File: config.mk
export PLATFORM = sky130hd
export DESIGN_NAME = armed_irq_ctrl
export DESIGN_NICKNAME = d
export VERILOG_FILES = /design/src/rtl/irq_pkg.sv /design/src/rtl/irq_sync.sv /design/src/rtl/irq_edge_pend.sv /design/src/rtl/irq_prio.sv /design/src/rtl/armed_irq_ctrl.sv
export SDC_FILE = /design/constraint.sdc
export NUM_CORES = 1
export LEC_CHECK = 0
export CAP_MARGIN = 0
export CORE_MARGIN = 1.5
export CORE_UTILIZATION = 50
export DETAILED_ROUTE_END_ITERATION = 10
export MAX_ROUTING_LAYER = met4
export PLACE_DENSITY = 0.84
export SLEW_MARGIN = 20
export SYNTH_ARGS = -nofsm -noshare
export SYNTH_HDL_FRONTEND = slang
export SYNTH_HIERARCHICAL = 1
export SYNTH_SLANG_ARGS = --single-unit
File: constraint.sdc
create_clock -name clk -period 2.75 [get_ports clk]
set_clock_uncertainty 0.15 [all_clocks]
set_input_delay 0.825 -clock clk [delete_from_list [all_inputs] [get_ports clk]]
set_output_delay 0.825 -clock clk [all_outputs]
set_load 0.01 [all_outputs]
File: src/rtl/irq_pkg.sv
package irq_pkg;
    typedef enum logic [1:0] {
        REG_CTRL = 2'd0,
        REG_ARM  = 2'd1,
        REG_STAT = 2'd2,
        REG_VEC  = 2'd3
    } reg_addr_e;
endpackage

File: src/rtl/irq_sync.sv
module irq_sync #(
    parameter int         W       = 1,
    parameter logic [W-1:0] RST_VAL = '0
) (
    input  logic         clk,
    input  logic         rst_n,
    input  logic [W-1:0] din,
    output logic [W-1:0] dout
);
    typedef struct packed {
        logic [W-1:0] s1;
        logic [W-1:0] s2;
    } sync_st_t;

    sync_st_t st_d, st_q;

    always_comb begin
        st_d    = st_q;
        st_d.s1 = din;
        st_d.s2 = st_q.s1;
    end

    always_ff @(posedge clk or negedge rst_n) begin
        if (!rst_n) begin
            st_q.s1 <= RST_VAL;
            st_q.s2 <= RST_VAL;
        end else begin
            st_q <= st_d;
        end
    end

    assign dout = st_q.s2;
endmodule

File: src/rtl/irq_edge_pend.sv
module irq_edge_pend #(
    parameter int N = 4
) (
    input  logic         clk,
    input  logic         rst_n,
    input  logic [N-1:0] lvl,
    input  logic [N-1:0] clr,
    output logic [N-1:0] pend
);
    typedef struct packed {
        logic [N-1:0] prev;
        logic [N-1:0] pend;
    } edge_st_t;

    edge_st_t     st_d, st_q;
    logic [N-1:0] rise;

    always_comb begin
        st_d      = st_q;
        rise      = lvl & ~st_q.prev;
        st_d.prev = lvl;
        st_d.pend = (st_q.pend & ~clr) | rise;
    end

    always_ff @(posedge clk or negedge rst_n) begin
        if (!rst_n) begin
            st_q <= '0;
        end else begin
            st_q <= st_d;
        end
    end

    assign pend = st_q.pend;


    set_on_edge_chk: assert property (@(posedge clk) disable iff (!rst_n)
        (|rise) |=> ((pend & $past(rise)) == $past(rise)));


    clear_takes_chk: assert property (@(posedge clk) disable iff (!rst_n)
        (|(clr & ~rise)) |=> ((pend & $past(clr & ~rise)) == '0));
endmodule

File: src/rtl/irq_prio.sv
module irq_prio #(
    parameter int N  = 5,
    parameter int IW = 3
) (
    input  logic [N-1:0]  req,
    output logic [IW-1:0] idx,
    output logic          any
);
    logic [N-1:0] gnt;

    always_comb begin
        gnt = '0;
        idx = '0;
        any = 1'b0;
        for (int i = 0; i < N; i++) begin
            if (req[i] && !any) begin
                any    = 1'b1;
                idx    = IW'(i);
                gnt[i] = 1'b1;
            end
        end

        single_grant_chk: assert ($onehot0(gnt));
    end
endmodule

File: src/rtl/armed_irq_ctrl.sv
module armed_irq_ctrl
    import irq_pkg::*;
#(
    parameter int N_DED    = 4,
    parameter int VW       = 8,
    parameter int VEC_BASE = 32
) (
    input  logic             clk,
    input  logic             rst_n,
    input  logic             shr_irq_n,
    input  logic [N_DED-1:0] ded_irq,
    input  logic             wr_en,
    input  logic [1:0]       addr,
    input  logic [N_DED:0]   wdata,
    output logic [VW-1:0]    rdata,
    input  logic             ack,
    input  logic [VW-1:0]    ack_vec,
    output logic             irq_out,
    output logic [VW-1:0]    vec_out
);
    localparam int NS = N_DED + 1;
    localparam int IW = (NS > 1) ? $clog2(NS) : 1;

    typedef struct packed {
        logic          en;
        logic [NS-1:0] arm;
        logic          irq;
        logic [VW-1:0] vec;
    } ctl_st_t;

    ctl_st_t          st_d, st_q;
    logic [N_DED-1:0] ded_s, ded_clr, ded_pend;
    logic             shr_s;
    logic [NS-1:0]    src_pend, src_req;
    logic [IW-1:0]    win_idx;
    logic             win_any;
    logic             stat_wr;

    irq_sync #(.W(N_DED), .RST_VAL('0)) u_sync_ded (
        .clk(clk), .rst_n(rst_n), .din(ded_irq), .dout(ded_s));

    irq_sync #(.W(1), .RST_VAL(1'b1)) u_sync_shr (
        .clk(clk), .rst_n(rst_n), .din(shr_irq_n), .dout(shr_s));

    assign stat_wr = wr_en && (reg_addr_e'(addr) == REG_STAT);

    for (genvar i = 0; i < N_DED; i++) begin : g_clr
        assign ded_clr[i] = (stat_wr && wdata[i])
                          || (ack && (ack_vec == VW'(VEC_BASE + i)));
    end

    irq_edge_pend #(.N(N_DED)) u_pend (
        .clk(clk), .rst_n(rst_n), .lvl(ded_s), .clr(ded_clr), .pend(ded_pend));

    assign src_pend = {~shr_s, ded_pend};
    assign src_req  = src_pend & st_q.arm;

    irq_prio #(.N(NS), .IW(IW)) u_prio (
        .req(src_req), .idx(win_idx), .any(win_any));

    always_comb begin
        st_d     = st_q;
        st_d.irq = st_q.en && win_any;
        st_d.vec = (st_q.en && win_any) ? (VW'(VEC_BASE) + VW'(win_idx)) : '0;
        if (wr_en) begin
            case (reg_addr_e'(addr))
                REG_CTRL: st_d.en  = wdata[0];
                REG_ARM:  st_d.arm = wdata;
                default:  ;
            endcase
        end
    end

    always_ff @(posedge clk or negedge rst_n) begin
        if (!rst_n) begin
            st_q <= '0;
        end else begin
            st_q <= st_d;
        end
    end

    always_comb begin
        case (reg_addr_e'(addr))
            REG_CTRL: rdata = VW'(st_q.en);
            REG_ARM:  rdata = VW'(st_q.arm);
            REG_STAT: rdata = VW'(src_pend);
            default:  rdata = st_q.vec;
        endcase
    end

    assign irq_out = st_q.irq;
    assign vec_out = st_q.vec;


    disabled_quiet_chk: assert property (@(posedge clk) disable iff (!rst_n)
        !st_q.en |=> !irq_out);


    vec_in_range_chk: assert property (@(posedge clk) disable iff (!rst_n)
        irq_out |-> (vec_out >= VW'(VEC_BASE) && vec_out <= VW'(VEC_BASE + N_DED)));


    idle_vec_zero_chk: assert property (@(posedge clk) disable iff (!rst_n)
        !irq_out |-> (vec_out == '0));
endmodule

# After elaboration in Yosys (flattened, before gate mapping)
# Index checks and enable logic that the tools add are counted.
[word_totals]
reg_bits = 32
in_bits = 24
output_inout_bits = 17
elab_cells = 60
[op_classes]
n_addsub = 1
eq_ne = 6
muxes = 11
bitwise_logic = 7
n_reduce_logical = 25
[ops]
columns = ["cell", "n"]
rows = [
  ["== test 8 x 6 -> 1 bit (second input constant)", 4],
  ["case mux 7 bit (3 select lines)", 1],
  ["logical AND 1 bit", 14],
  ["AND 4 bit", 2],
  ["inverter 4 bit", 2],
  ["adder 6 x 3 -> 7 bit (first input constant)", 1],
  ["two-way mux 7 bit", 1],
  ["two-way mux 1 bit", 6],
  ["AND 5 bit", 1],
  ["logical NOT 1 bit", 4],
  ["logical OR 1 bit", 4],
  ["two-way mux 2 bit", 2],
  ["bitwise OR 4 bit", 1],
  ["AND reduction 2 bit", 2],
  ["two-way mux 3 bit", 1],
  ["== test 2 x 1 -> 1 bit (second input constant)", 1],
  ["== test 2 bit (second input constant)", 1],
  ["logical NOT 2 bit", 1],
  ["inverter 1 bit", 1],
]

# Depth between registers and ports, before layout
# Gate-level depths: netlist of the first run.
[logic_depth]
depth_word = 17
depth_mapped = 5
ltp_nobuf = 4

# Cells and area by module
# The synthesis of the first run kept the hierarchy.
[by_module_without_submodules]
columns = ["mod", "n_inst", "cells_each", "area_each_um2", "seq_area_each_um2"]
rows = [
  ["armed_irq_ctrl", 1, 64, 769.5, 250.2],
  ["irq_edge_pend", 1, 24, 310.3, 200.2],
  ["irq_sync at u_sync_ded", 1, 8, 200.2, 200.2],
  ["irq_sync at u_sync_shr", 1, 2, 52.6, 52.6],
  ["irq_prio", 1, 8, 48.8, 0.0],
]

# Worst setup path before layout of the first run
# Ideal clock, no wire load.
[synth_path]
path_kind = "input -> output"
start = "in addr[1]"
end = "out rdata[2]"
arrival_ps = 1432
required_time_ps = 1775
path_slack_ps = 343
cell_stages = 3
n_path_buf = 1
path_cell_list = "buf_6 > mux2_4 > a22o_1"
[synth_via]
elab_chain_cells = 2
word_cells_on_any_way = 4
classes_between = "2 x eq/ne; 1 x mux; 1 x reduce/logical"
[synth_lines]
columns = ["element", "line_no", "source"]
rows = [
  ["start: declaration", "armed_irq_ctrl.sv:13", "input logic [1:0] addr,"],
  ["== test 2 bit (tied with other cells)", "armed_irq_ctrl.sv:83", "case (reg_addr_e'(addr))"],
  ["case mux 7 bit (3 select lines) (*)", "armed_irq_ctrl.sv:83", ""],
  ["end: declaration", "armed_irq_ctrl.sv:15", "output logic [VW-1:0] rdata,"],
]
# Mark *: on every way between the ends. The rest lies on a longest branch, timed or not.

# Final worst setup path of the first run
[layout_path]
start = "in addr[0]"
end = "out rdata[4]"
# Same word-level chain as after synthesis.

==> flow_summary.yaml, run 1 <==
clocking:
  cts_buffers: 3
  cts_sinks: 28
  clk_pin_slew_ns: 0.14
  hold_buffers: 0
  clockBufferDepth: 2
  cts_tree: "done"
  cts-root-buf: "clkbuf_4"
  htreeDepth: 1
  insertion_delay_ns: 0.32
synth:
  synthSimpleGateAreaFrac_pct: 16.76
  synth-xor-area-share_pct: 0
  postSynthCellCount: 106
  synth_compound_gate_area_share_pct: 9.783
  ys_async_sr_fraction_pct: 100.0
  avgSynthCellArea_um2: 13.03
  netlist_area_um2: 1381
  synth_fa_ha_area_share_pct: 0
  synth_cell_types: 29
  ys_seq_area_share_pct: 50.91
  yosysWarningCount: 6
  muxShareOfSynthArea_pct: 10.33
  ys_seq_elements: 28
  yosys_most_used_dff: "dfrtp_1"
  synth-edff-count: 0
  synth_top_family_by_area: "simple AND/OR/NAND/NOR gates"
sta:
  post-route-min-period_ns: 2.709
  layout_setup_ws_ns: 0.04115
  setup_tns_ns: 0
  clock.fmax_mhz: 369.2
  slew_viol_final: 0
  fin_crit_sh_pct: 98.50
  finalSetupViolations: 0
  grt_setup_unrepaired: "no"
  hold_viol: 0
grt:
  grt.total_usage_pct: 17.48
  grt_max_degree: 29
  grt_pass1_vias: 934
  grt_first_pass_wirelength_um: 4146
  antenna_found_initial: 0
  grt_remaining_overflow: 0
placement:
  io_buffers: 34
  dp_slack_ns: -0.6180
  place_hpwl_um: 1838
  finalWeightedCongestion: 0.7445
  numPlacedInstances: 164
final_layout:
  antenna_cells: 0
  fin_util_pct: 67.90
  area_growth_pct: 25.09
  fill_cells: 208
  final_nets: 163
  final_cell_count_no_fill: 168
  drive_gt1_share_pct: 28.26
  most-common-layout-cells: "clkdlybuf4s50_1 (26), dfrtp_1 (26), inv_1 (10)"
die:
  die_w_um: 55.56
  die_area_um2: 3087
  core_um2: 2545
  start_util_pct: 54.28
  row_count: 18
  design.portCount: 41
  dieHeight_um: 55.56
worst_setup_path:
  crit_buf_inv: 3
  crit_path_top_delay_cell: "clkdlybuf4s15_2"
  worstSetupPathType: "primary input to output pin"
  cp_top_family: "buffers and inverters"
  crit_required_ns: 1.78
  arrival_ns: 1.73
  crit_path_end_kind: "output pin"
  crit_fanout: 6
  startpoint_type: "primary input"
  critPathMaxStageDelay_ns: 0.22
  crit_chain: "clkdlybuf4s15_1 -> buf_6 -> nor2b_2 -> a22o_1 -> clkdlybuf4s15_2"
run_status:
  status: "finished clean"
route:
  vias: 849
  ant_nets: 0
  routed_wl_um: 2393
  avgViaCountPerCell: 5.054
  drc_errors: 0
  wl_per_cell_um: 14.24
  drt_iter0_drc: 11
  drt_pass1_iterations: 4
worst_hold_path:
  hold_class: "register to register"
power:
  p_leak_uw: 0.0008173
  p_per_area_nw_per_um2: 564.7
  ir_drop_v: 0.0003951
job:
  cap_violations: 0
## synth_stat cells (all sizes together) (2+ instances only)
| master | count | share of area [%] |
|---|---|---|
| dfrtp | 26 | 47 |
| buf | 16 | 9.2 |
| inv | 10 | 2.7 |
| mux2 | 8 | 8.4 |
| and2 | 6 | 2.7 |
| a22o | 4 | 2.5 |
| and3 | 4 | 1.8 |
| nand4b | 4 | 2.5 |
| o22ai | 4 | 3.6 |
| o31ai | 4 | 3.3 |
| nand2b | 3 | 1.4 |
| nor2b | 3 | 1.5 |
| dfstp | 2 | 3.8 |
## metal layers
metal / vias to the layer above / GRT usage, % / wire (um) / share of wire, %
met5: - / - / 0 / 0
met4: 0 / 3.136 / 17 / 0.71
met3: 2 / 3.513 / 117 / 4.9
met2: 34 / 32.48 / 1279 / 53
met1: 402 / 19.41 / 980 / 41
li1: 411 / - / - / -
## power by group
group / total (uW) / internal, uW / switching, uW
logic: 228 / 136 / 91.3
registers: 484 / 454 / 29.5
clock network: 264 / 147 / 117
## through the flow
step                area (um^2)  total power [uW]  hold WS, ns
finish                     1728             975.8       0.2168
CTS                        1737             989.6       0.2178
global placement           1688             714.4       0.1845
detailed placement         1688             726.6       0.1889
global route               1728              1025       0.2250
floorplan                  1400             634.4       0.1812
## cell type report
type	count	area (um^2)	area share, %
flip-flops and latches	28	703.2	40.70
clock buffers	3	22.52	1.303
clock inverters	1	30.03	1.738
multi-input cells	57	535.5	30.99
well taps	30	37.54	2.172
repair buffers	39	361.6	20.93
inverters	10	37.54	2.172
## sequential cells by signal, summed over array words and instances (netlist names)
signal	flops
st_q	6
vec_out	4
u_sync_ded/st_d	4
u_pend/pend	4
u_sync_shr/st_d	1
u_sync_shr/dout	1
u_sync_ded/dout	4
u_pend/st_q	4
## cell families (layout without fill, tap and decap cells)
family                 Yosys count  in the layout
AO/OA/AOI/OAI                   13             13
buffers and inverters           26             53
flip-flops                      28             28
multiplexers                     9              9
other                            1              6
AND/OR/NAND/NOR                 29             29
## path summary, 6_finish.rpt
kind | depth (start not counted) | from | slack, ns | endpoint
worst max-delay path | 5 | addr[0] | 0.04 | rdata[4]
worst min-delay path | 0 | u_sync_shr/st_d[0]$_DFF_PN1_ | 0.22 | u_sync_shr/dout$_DFF_PN1_
worst max register to register | 4 | st_q[9]$_DFFE_PN0P_ | 1.21 | vec_out[0]$_DFF_PN0_
worst min register to register | 0 | u_sync_shr/st_d[0]$_DFF_PN1_ | 0.22 | u_sync_shr/dout$_DFF_PN1_
max in group asynchronous | 2 | rst_n | 1.44 | u_sync_shr/dout$_DFF_PN1_
min in group asynchronous | 2 | rst_n | 0.71 | st_q[12]$_DFFE_PN0P_
## repair_timing
item | in CTS | in global routing
cloned | 0 | 0
setup buffers | 0 | 0
setup endpoints to repair | 6 | 2
gates resized for setup | 23 | 3
(Power assumes the default switching activity.)
==> run 2, diff against run 1 <==
- CAP_MARGIN: 0 -> 20
==> results of run 2 <==
The final DEF is identical to that of run 1; final timing and power are the same.
